## src/rtl/ioc_pkg.sv

```systemverilog
// Package ioc_pkg
// Holds the types shared by the interrupt-on-change unit: the register
// kind carried in the write address and the global output configuration.
package ioc_pkg;
    // Register kind, taken from write address bits 2:1
    typedef enum logic [1:0] {
        REG_ENABLE = 2'd0,
        REG_MODE   = 2'd1,
        REG_DEFAULT= 2'd2,
        REG_CONFIG = 2'd3
    } ioc_reg_e;

    // Global output configuration (register at address 6)
    typedef struct packed {
        logic act_high;   // bit 2
        logic open_drain; // bit 1
        logic mirror;     // bit 0
    } ioc_cfg_t;
endpackage

```

## src/rtl/ioc_cfg_regs.sv

```systemverilog
// Module ioc_cfg_regs
// Register file for the per-port enable, compare-mode and default-value
// registers, plus the global configuration.
// Assumes: address bit 0 selects the port and bits 2:1 select the kind;
// writes land on the edge that samples wr_en.
module ioc_cfg_regs
    import ioc_pkg::*;
#(
    parameter int W      = 8,
    parameter int NPORT  = 2,
    parameter int AW     = 3
) (
    input  logic                       clk,
    input  logic                       rst_n,
    input  logic                       wr_en,
    input  logic [AW-1:0]              wr_addr,
    input  logic [W-1:0]               wr_data,
    output logic [NPORT-1:0][W-1:0]    en_o,
    output logic [NPORT-1:0][W-1:0]    mode_o,
    output logic [NPORT-1:0][W-1:0]    def_o,
    output ioc_cfg_t                   cfg_o
);
    localparam int CFGW = $bits(ioc_cfg_t);

    ioc_reg_e kind;
    assign kind = ioc_reg_e'(wr_addr[2:1]);

    // Per-port registers, one set per port
    for (genvar p = 0; p < NPORT; p++) begin : g_port
        logic hit;
        assign hit = wr_en && (wr_addr[0] == p[0]);

        // Write the selected per-port register
        always_ff @(posedge clk) begin
            if (!rst_n) begin
                en_o[p]   <= '0;
                mode_o[p] <= '0;
                def_o[p]  <= '0;
            end else if (hit) begin
                case (kind)
                    REG_ENABLE:  en_o[p]   <= wr_data;
                    REG_MODE:    mode_o[p] <= wr_data;
                    REG_DEFAULT: def_o[p]  <= wr_data;
                    default: ;
                endcase
            end
        end
    end

    // Write the global configuration at address 6
    always_ff @(posedge clk) begin
        if (!rst_n)
            cfg_o <= '0;
        else if (wr_en && kind == REG_CONFIG && !wr_addr[0])
            cfg_o <= ioc_cfg_t'(wr_data[CFGW-1:0]);
    end
endmodule

```

## src/rtl/ioc_port.sv

```systemverilog
// Module ioc_port
// Per-port compare, flag and capture logic. A pin is compared either with
// its previous sample (mode bit 0) or with its default bit (mode bit 1).
// Assumes pin values are already synchronous to clk. A clear wins over a
// new condition in the same cycle.
module ioc_port #(
    parameter int W = 8
) (
    input  logic         clk,
    input  logic         rst_n,
    input  logic [W-1:0] pin,
    input  logic [W-1:0] en,
    input  logic [W-1:0] mode,
    input  logic [W-1:0] defval,
    input  logic         clr,
    output logic [W-1:0] flags,
    output logic [W-1:0] cap,
    output logic         irq
);
    logic [W-1:0] prev;
    logic [W-1:0] ref_val;
    logic [W-1:0] cond;

    // Select the comparison source for each pin
    assign ref_val = (mode & defval) | (~mode & prev);
    assign cond    = en & (pin ^ ref_val);
    assign irq     = |flags;

    // Remember last sample for change mode
    always_ff @(posedge clk) begin
        if (!rst_n) prev <= '0;
        else        prev <= pin;
    end

    // Sticky flags, cleared by a read
    always_ff @(posedge clk) begin
        if (!rst_n)   flags <= '0;
        else if (clr) flags <= '0;
        else          flags <= flags | cond;
    end

    // Capture the port when the first flag sets
    always_ff @(posedge clk) begin
        if (!rst_n)                      cap <= '0;
        else if (!clr && !irq && |cond)  cap <= pin;
    end

    a_r2_flag_needs_enable: assert property (@(posedge clk) disable iff (!rst_n)
        1'b1 |=> ((flags & ~$past(flags) & ~$past(en)) == '0));
    a_r5_capture_frozen: assert property (@(posedge clk) disable iff (!rst_n)
        (irq && !clr) |=> $stable(cap));
    a_r3_flags_sticky: assert property (@(posedge clk) disable iff (!rst_n)
        (irq && !clr) |=> ((flags & $past(flags)) == $past(flags)));
    a_r6_clear_empties: assert property (@(posedge clk) disable iff (!rst_n)
        clr |=> (flags == '0));
endmodule

```

## src/rtl/ioc_irq_drive.sv

```systemverilog
// Module ioc_irq_drive
// Converts an interrupt state into pad controls. Open-drain pulls low
// only while asserted and ignores the active level. Push-pull always
// drives, with the level set by act_high.
module ioc_irq_drive (
    input  logic irq,
    input  logic open_drain,
    input  logic act_high,
    output logic oe,
    output logic val
);
    // Choose pad controls for the electrical mode
    always_comb begin
        if (open_drain) begin
            oe  = irq;
            val = 1'b0;
        end else begin
            oe  = 1'b1;
            val = act_high ? irq : ~irq;
        end
    end
endmodule

```

## src/rtl/port_ioc_unit.sv

```systemverilog
// Module port_ioc_unit
// Interrupt-on-change unit for two ports. It instantiates the register
// file, one compare/capture slice per port and one pad driver per output.
// Output routing is optionally mirrored.
// Assumes synchronized, polarity-corrected pin inputs and one-cycle read
// strobes.
module port_ioc_unit
    import ioc_pkg::*;
#(
    parameter int W = 8
) (
    input  logic         clk,
    input  logic         rst_n,
    input  logic [W-1:0] pin_a,
    input  logic [W-1:0] pin_b,
    input  logic         wr_en,
    input  logic [2:0]   wr_addr,
    input  logic [W-1:0] wr_data,
    input  logic         rd_cap_a,
    input  logic         rd_port_a,
    input  logic         rd_cap_b,
    input  logic         rd_port_b,
    output logic [W-1:0] flag_a,
    output logic [W-1:0] flag_b,
    output logic [W-1:0] cap_a,
    output logic [W-1:0] cap_b,
    output logic         irq_a_oe,
    output logic         irq_a_val,
    output logic         irq_b_oe,
    output logic         irq_b_val
);
    localparam int NPORT = 2;

    logic [NPORT-1:0][W-1:0] pins, en, mode, defv, flags, caps;
    logic [NPORT-1:0]        clr, irq_port, irq_out, oe, val;
    ioc_cfg_t                cfg;

    assign pins = {pin_b, pin_a};
    assign clr  = {rd_cap_b | rd_port_b, rd_cap_a | rd_port_a};

    ioc_cfg_regs #(.W(W), .NPORT(NPORT), .AW(3)) u_regs (
        .clk(clk), .rst_n(rst_n), .wr_en(wr_en), .wr_addr(wr_addr),
        .wr_data(wr_data), .en_o(en), .mode_o(mode), .def_o(defv),
        .cfg_o(cfg)
    );

    for (genvar p = 0; p < NPORT; p++) begin : g_slice
        ioc_port #(.W(W)) u_port (
            .clk(clk), .rst_n(rst_n), .pin(pins[p]), .en(en[p]),
            .mode(mode[p]), .defval(defv[p]), .clr(clr[p]),
            .flags(flags[p]), .cap(caps[p]), .irq(irq_port[p])
        );

        // Route own port or the OR of both ports
        assign irq_out[p] = cfg.mirror ? |irq_port : irq_port[p];

        ioc_irq_drive u_drive (
            .irq(irq_out[p]), .open_drain(cfg.open_drain),
            .act_high(cfg.act_high), .oe(oe[p]), .val(val[p])
        );
    end

    assign flag_a    = flags[0];
    assign flag_b    = flags[1];
    assign cap_a     = caps[0];
    assign cap_b     = caps[1];
    assign irq_a_oe  = oe[0];
    assign irq_a_val = val[0];
    assign irq_b_oe  = oe[1];
    assign irq_b_val = val[1];

    a_r7_mirror_equal: assert property (@(posedge clk) disable iff (!rst_n)
        cfg.mirror |-> (irq_a_oe == irq_b_oe && irq_a_val == irq_b_val));
    a_r9_od_never_drives_high: assert property (@(posedge clk) disable iff (!rst_n)
        cfg.open_drain |-> !(oe[0] && val[0]) && !(oe[1] && val[1]));
endmodule

```

## config.mk

```make
export PLATFORM = sky130hd
export DESIGN_NAME = port_ioc_unit
export DESIGN_NICKNAME = d
export VERILOG_FILES = /design/src/rtl/ioc_pkg.sv /design/src/rtl/ioc_cfg_regs.sv /design/src/rtl/ioc_port.sv /design/src/rtl/ioc_irq_drive.sv /design/src/rtl/port_ioc_unit.sv
export SDC_FILE = /design/constraint.sdc
export NUM_CORES = 1
export LEC_CHECK = 0
export CAP_MARGIN = 15
export CORE_MARGIN = 4
export CORE_UTILIZATION = 50
export DETAILED_ROUTE_END_ITERATION = 7
export PLACE_DENSITY_LB_ADDON = 0.1
export SETUP_SLACK_MARGIN = 0.5
export SYNTH_ARGS = -nofsm -noshare
export SYNTH_HDL_FRONTEND = slang
export SYNTH_HIERARCHICAL = 1
export SYNTH_SLANG_ARGS = --single-unit
```

## constraint.sdc

```tcl
create_clock -name clk -period 2.65 [get_ports clk]
set_input_delay 0.53 -clock clk [delete_from_list [all_inputs] [get_ports clk]]
set_output_delay 0.53 -clock clk [all_outputs]
set_load 0.005 [all_outputs]
```

=== After elaboration in Yosys (flattened, before gate mapping) ===
Cells that the tools add are included.

* Bits in registers: 99
* Output and inout bits: 36
* Word-level logic and storage cells: 73

* Eq/ne operators: 3
* Mux-type cells: 8
* Bitwise operators: 20
* Reductions and logical operators: 27

{| class="wikitable"
|+ Operator list
! kind !! number
|-
| 8-bit bitwise AND || 6
|-
| 8-bit bitwise OR || 4
|-
| 8-bit OR reduction || 4
|-
| 8-bit NOT || 2
|-
| 16-bit OR reduction || 1
|-
| 8-bit XOR || 2
|-
| 2-bit AND reduction || 6
|-
| 1-bit logical AND || 8
|-
| 1-bit two-way mux || 8
|-
| 1-bit zero test || 5
|-
| 2-bit == test (second input constant) || 2
|-
| 1-bit NOT || 4
|-
| 2-bit OR reduction || 2
|-
| 2-bit by 1-bit == test with 1-bit output (second input constant) || 1
|-
| 2-bit zero test || 1
|-
| 1-bit bitwise OR || 2
|}

=== Logic depth before layout (Yosys ltp) ===
* Depth after elaboration: 7
* Gate-level depth with buffers: 5
* Gate-level depth less buffers: 5

=== Modules after synthesis ===
Netlist, hierarchy kept.

{| class="wikitable"
|+ By module, submodules not included
! module !! times used !! cells each !! area each (um^2) !! seq. area each (um^2)
|-
| ioc_port || 2 || 114 || 1,037.2 || 480.5
|-
| ioc_cfg_regs || 1 || 181 || 1,889.3 || 1,021.0
|-
| ioc_irq_drive || 2 || 3 || 18.8 || 0.0
|-
| port_ioc_unit || 1 || 4 || 27.5 || 0.0
|}

=== Worst setup path after synthesis ===
No wires, ideal clock.

* Path kind: input-to-reg
* From: in pin_a[5]
* To: reg g_slice[0].u_port.cap[0]
* Setup time: 0.072 ns
* Arrival: 1.667 ns
* Slack: 0.911 ns
* Cell stages on the path: 5
* Buffers on the path: 0
* Path through: or2b_1 > mux2i_1 > nor4_2 > a211oi_4 > mux2i_1

* Word-level cells in the longest chain between the ends: 4

{| class="wikitable"
|+ Ends and longest elaborated chain
! item !! line !! text
|-
| from (decl) || port_ioc_unit.sv:14 || <nowiki>input logic [W-1:0] pin_a,</nowiki>
|-
| 8-bit XOR || ioc_port.sv:26 || <nowiki>assign cond = en & (pin ^ ref_val);</nowiki>
|-
| 8-bit bitwise AND || ioc_port.sv:26 ||
|-
| 8-bit OR reduction || ioc_port.sv:45 || <nowiki>else if (!clr && !irq && |cond) cap <= pin;</nowiki>
|-
| 1-bit logical AND || ioc_port.sv:45 ||
|-
| to (signal assigned) || ioc_port.sv:45 ||
|-
| to (decl) || ioc_port.sv:17 || <nowiki>output logic [W-1:0] cap,</nowiki>
|}

No other way between the ends.
A chain may end at the register's enable or synchronous reset.

=== Final worst setup path ===
* From: reg g_slice[0].u_port.flags[7]
* To: out irq_a_val

* Word-level cells in the longest chain between the ends: 5
* Elaborated cells between the ends (all ways): 6
* Those cells by class: mux: 3; bitwise: 1; reduce/logical: 2

{| class="wikitable"
|+ Ends and longest elaborated chain
! item !! line !! text
|-
| from (decl) || ioc_port.sv:16 || <nowiki>output logic [W-1:0] flags,</nowiki>
|-
| from (signal assigned) || ioc_port.sv:39 || <nowiki>else flags <= flags | cond;</nowiki>
|-
| 8-bit OR reduction * || ioc_port.sv:27 || <nowiki>assign irq = |flags;</nowiki>
|-
| named net irq_port[0] || port_ioc_unit.sv:35 || <nowiki>logic [NPORT-1:0] clr, irq_port, irq_out, oe, val;</nowiki>
|-
| 1-bit two-way mux * || port_ioc_unit.sv:55 || <nowiki>assign irq_out[p] = cfg.mirror ? |irq_port : irq_port[p];</nowiki>
|-
| named net irq_out[0] || port_ioc_unit.sv:35 ||
|-
| 1-bit NOT || ioc_irq_drive.sv:19 || <nowiki>val = act_high ? irq : ~irq;</nowiki>
|-
| 1-bit two-way mux * || ioc_irq_drive.sv:19 ||
|-
| 1-bit two-way mux * || ioc_irq_drive.sv:14 || <nowiki>if (open_drain) begin</nowiki>
|-
| to (decl) || port_ioc_unit.sv:28 || <nowiki>output logic irq_a_val,</nowiki>
|}

The timed path passes the listed nets; every way through them passes the cells marked *.

==> out/metrics.yaml <==
rrSetupSlack_ps: 830
die_y_um: 97.8
worstMarginPinSlew_ps: 552
dp.cells: 582
hold_end: "g_slice[1].u_port/cap[1]$_SDFFE_PN0P_"
num_rows: 32
ys_ff_latch: 99
antenna_cells: 0
rr_worst_depth: 6
fin_setup_tns_ps: 0
synthTopCellsByCount: "nand2_1 (109), dfxtp_1 (99), mux2i_1 (97)"
clk_latency_ps: 370
hold_path_depth: 2
cts_buffers: 9
htree_num_levels: 3
fillers: 652
cts_tree: "done"
drt-total-wl_um: 8610
grt_use_met3_pct: 4.57
fin_crit_sh_pct: 87.7
grt_setup_unrepaired: "true"
reg2reg_to: "g_slice[1].u_port/cap[6]$_SDFFE_PN0P_"
top_usage_layer: "met2"
place_ws_ps: 310
ir_worst_vdd_mv: 0.334
leakage_nw: 2.22
start_kind: "register"
core_area_sq_um: 7770
port_buffers: 69
cts_num_sinks: 99
drive_gt1_share_pct: 11.8
yosysWarnings: 6
worst_slack_ps: 326
hp-class: "reg -> reg"
start_util_pct: 51.9
synthCells: 419
clock_tree.root_cell: "clkbuf_8"
avgRoutedWirePerCell_um: 14.3
synth_ff_type: "dfxtp_1"
io-pin-count: 70
fmaxAchievable_mhz: 430
slew_headroom_pct: 63.2
die_width_um: 97.8
skew_ps: 15.0
maxCapViolations: 0
area_growth_pct: 27.3
cts_max_path_buffers: 2
die_area_sq_um: 9560
hold_viol: 0
syn_avg_cell_area_sq_um: 9.62
p_per_area_nw_per_um2: 523
setup_violations: 0
syn_area_sq_um: 4030
arrival_ps: 1790
synth_fp_nets: 453
dp_hpwl_um: 6260
ys_seq_area_share_pct: 49.2
ant_nets: 0
drc: 0
hold_start: "g_slice[1].u_port/cap[1]$_SDFFE_PN0P_"
synthArstFlopShare_pct: 0
synth_most_common_cell: "nand2_1"
maxSlewViolCount: 0
outcome: "finished clean"
vias: 3015
reg2reg_from: "u_regs/mode_o[13]$_SDFFE_PN0P_"
yosysTopAreaCell: "dfxtp_1"
final_cells: 603
cp_data_required_time_ps: 2120
grt_pass1_wl_um: 14200
nets: 530
grt_use_met1_pct: 21.8
grt_usage_pct: 18.1
grt_overflow: 0
drtPass1Iterations: 4
use_met2_pct: 31.4
clk_pin_slew_ps: 90
grt_pass1_vias: 2995
synth.distinct_cells: 21
fin_crit_ps: 2320
synth_top_area_share_pct: 49.2
antenna_found_initial: 0
vias_per_cell: 5.00
grt_max_degree: 31
crit_type: "reg -> out"
worst_setup_path_end_kind: "output port"
crit_fanout: 3
drt_iter0_drc: 71
synth-edff-count: 0
place.gp.congestion: 0.763
ys_top_cells_by_area: "dfxtp_1 (49%), mux2i_1 (24%), nand2_1 (10%)"
## logic make-up (layout without fill, tap and decap cells)
logic type / Yosys count / count (layout) / synth area share [%]
DFF: 99 / 99 / 49.2
and+or+nand+nor: 180 / 180 / 20.6
buffers and inverters: 35 / 117 / 3.66
muxes: 99 / 99 / 24.8
AOI/OAI and AO/OA: 4 / 4 / 1.37
xor gates and xnor gates: 2 / 2 / 0.435
## power by group
group          switching [mW]  leakage, nW  internal (mW)  total [mW]
clock                   0.558       0.0815          0.356       0.913
sequential             0.0172        0.808           1.52        1.54
combinational           0.110         1.34          0.119       0.230
total                   0.686         2.22           2.00        2.68
## placed cells by master (no fill, tap or decap)
| cell | instances |
|---|---|
| nand2_1 | 107 |
| mux2i_1 | 97 |
| dfxtp_1 | 92 |
| clkdlybuf4s50_1 | 64 |
| nor2_1 | 34 |
| inv_1 | 16 |
| nand2b_1 | 14 |
| buf_4 | 14 |
| clkbuf_8 | 9 |
| dfxtp_2 | 7 |
| or2b_1 | 6 |
| nor4_2 | 5 |
| buf_2 | 5 |
| clkinvlp_4 | 4 |
| nor4_4 | 3 |
| nand4b_1 | 3 |
| or2_1 | 2 |
| a21o_1 | 2 |
| inv_8 | 2 |
| xor2_1 | 2 |
| nand2_2 | 2 |
| mux2i_2 | 2 |
| a211oi_4 | 2 |
| buf_12 | 2 |
| nand4bb_1 | 2 |
| clkinv_4 | 1 |
| and4bb_2 | 1 |
| or4b_1 | 1 |
## flip-flops by register name, indices dropped and copies added, names as in the netlist
name / count
u_regs/en_o: 16
u_regs/cfg_o: 3
g_slice.u_port/flags: 16
u_regs/mode_o: 16
g_slice.u_port/prev: 16
u_regs/def_o: 16
g_slice.u_port/cap: 16
## what timing repair did
action,in CTS,in global routing
resized for setup,22,10
pin swaps,7,7
hold buffers,0,0
buffers inserted,3,2
setup endpoints to repair,4,4
## cell type report
| class | count | area [sq um] | share of cell area, % |
|---|---|---|---|
| flip-flops and latches | 99 | 1990 | 38.8 |
| inverters | 16 | 60.1 | 1.17 |
| multi-input cells | 285 | 1960 | 38.1 |
| clock buffers | 9 | 124 | 2.41 |
| clock inverters | 7 | 61.3 | 1.20 |
| repair buffers | 85 | 811 | 15.8 |
| well taps | 102 | 128 | 2.49 |
## per-layer routing
metal | share of wire (%) | routed length (um)
met5 | 0 | 0
met4 | 0.95 | 82
met3 | 3.3 | 286
met2 | 51 | 4380
met1 | 45 | 3860
## metrics by stage
step	power (mW)	util, %	area [sq um]	hold WS (ps)
final	2.68	66.0	5130	464
after global routing	2.78	66.0	5130	486
after CTS	2.71	65.4	5080	468
after detailed placement	1.80	62.6	4860	449
after global placement	1.80	62.6	4860	443
after floorplan	1.69	-	4030	434
## worst max path at each step
stage                                                     start  slack (ps)                                    end  cells after the start
after floorplan                                        pin_a[5]         910  g_slice[0].u_port/cap[0]$_SDFFE_PN0P_                      5
after global placement    g_slice[1].u_port/flags[2]$_SDFF_PP0_         330                              irq_a_val                      6
after global routing      g_slice[0].u_port/flags[7]$_SDFF_PP0_         230                              irq_a_val                      7
final                     g_slice[0].u_port/flags[7]$_SDFF_PP0_         330                              irq_a_val                      7
after CTS                 g_slice[1].u_port/flags[7]$_SDFF_PP0_         280                              irq_a_val                      7
after detailed placement                               pin_b[4]         310  g_slice[1].u_port/cap[6]$_SDFFE_PN0P_                      7
## critical path, stage by stage, from the launching register on
cell and delay [ps]:
dfxtp_2 350, nor4_2 330, nand2_2 130, a21o_1 190
buf_4 130, xor2_1 130, nor2_1 70, buf_2 110
Power figures use the tool's default switching activity.
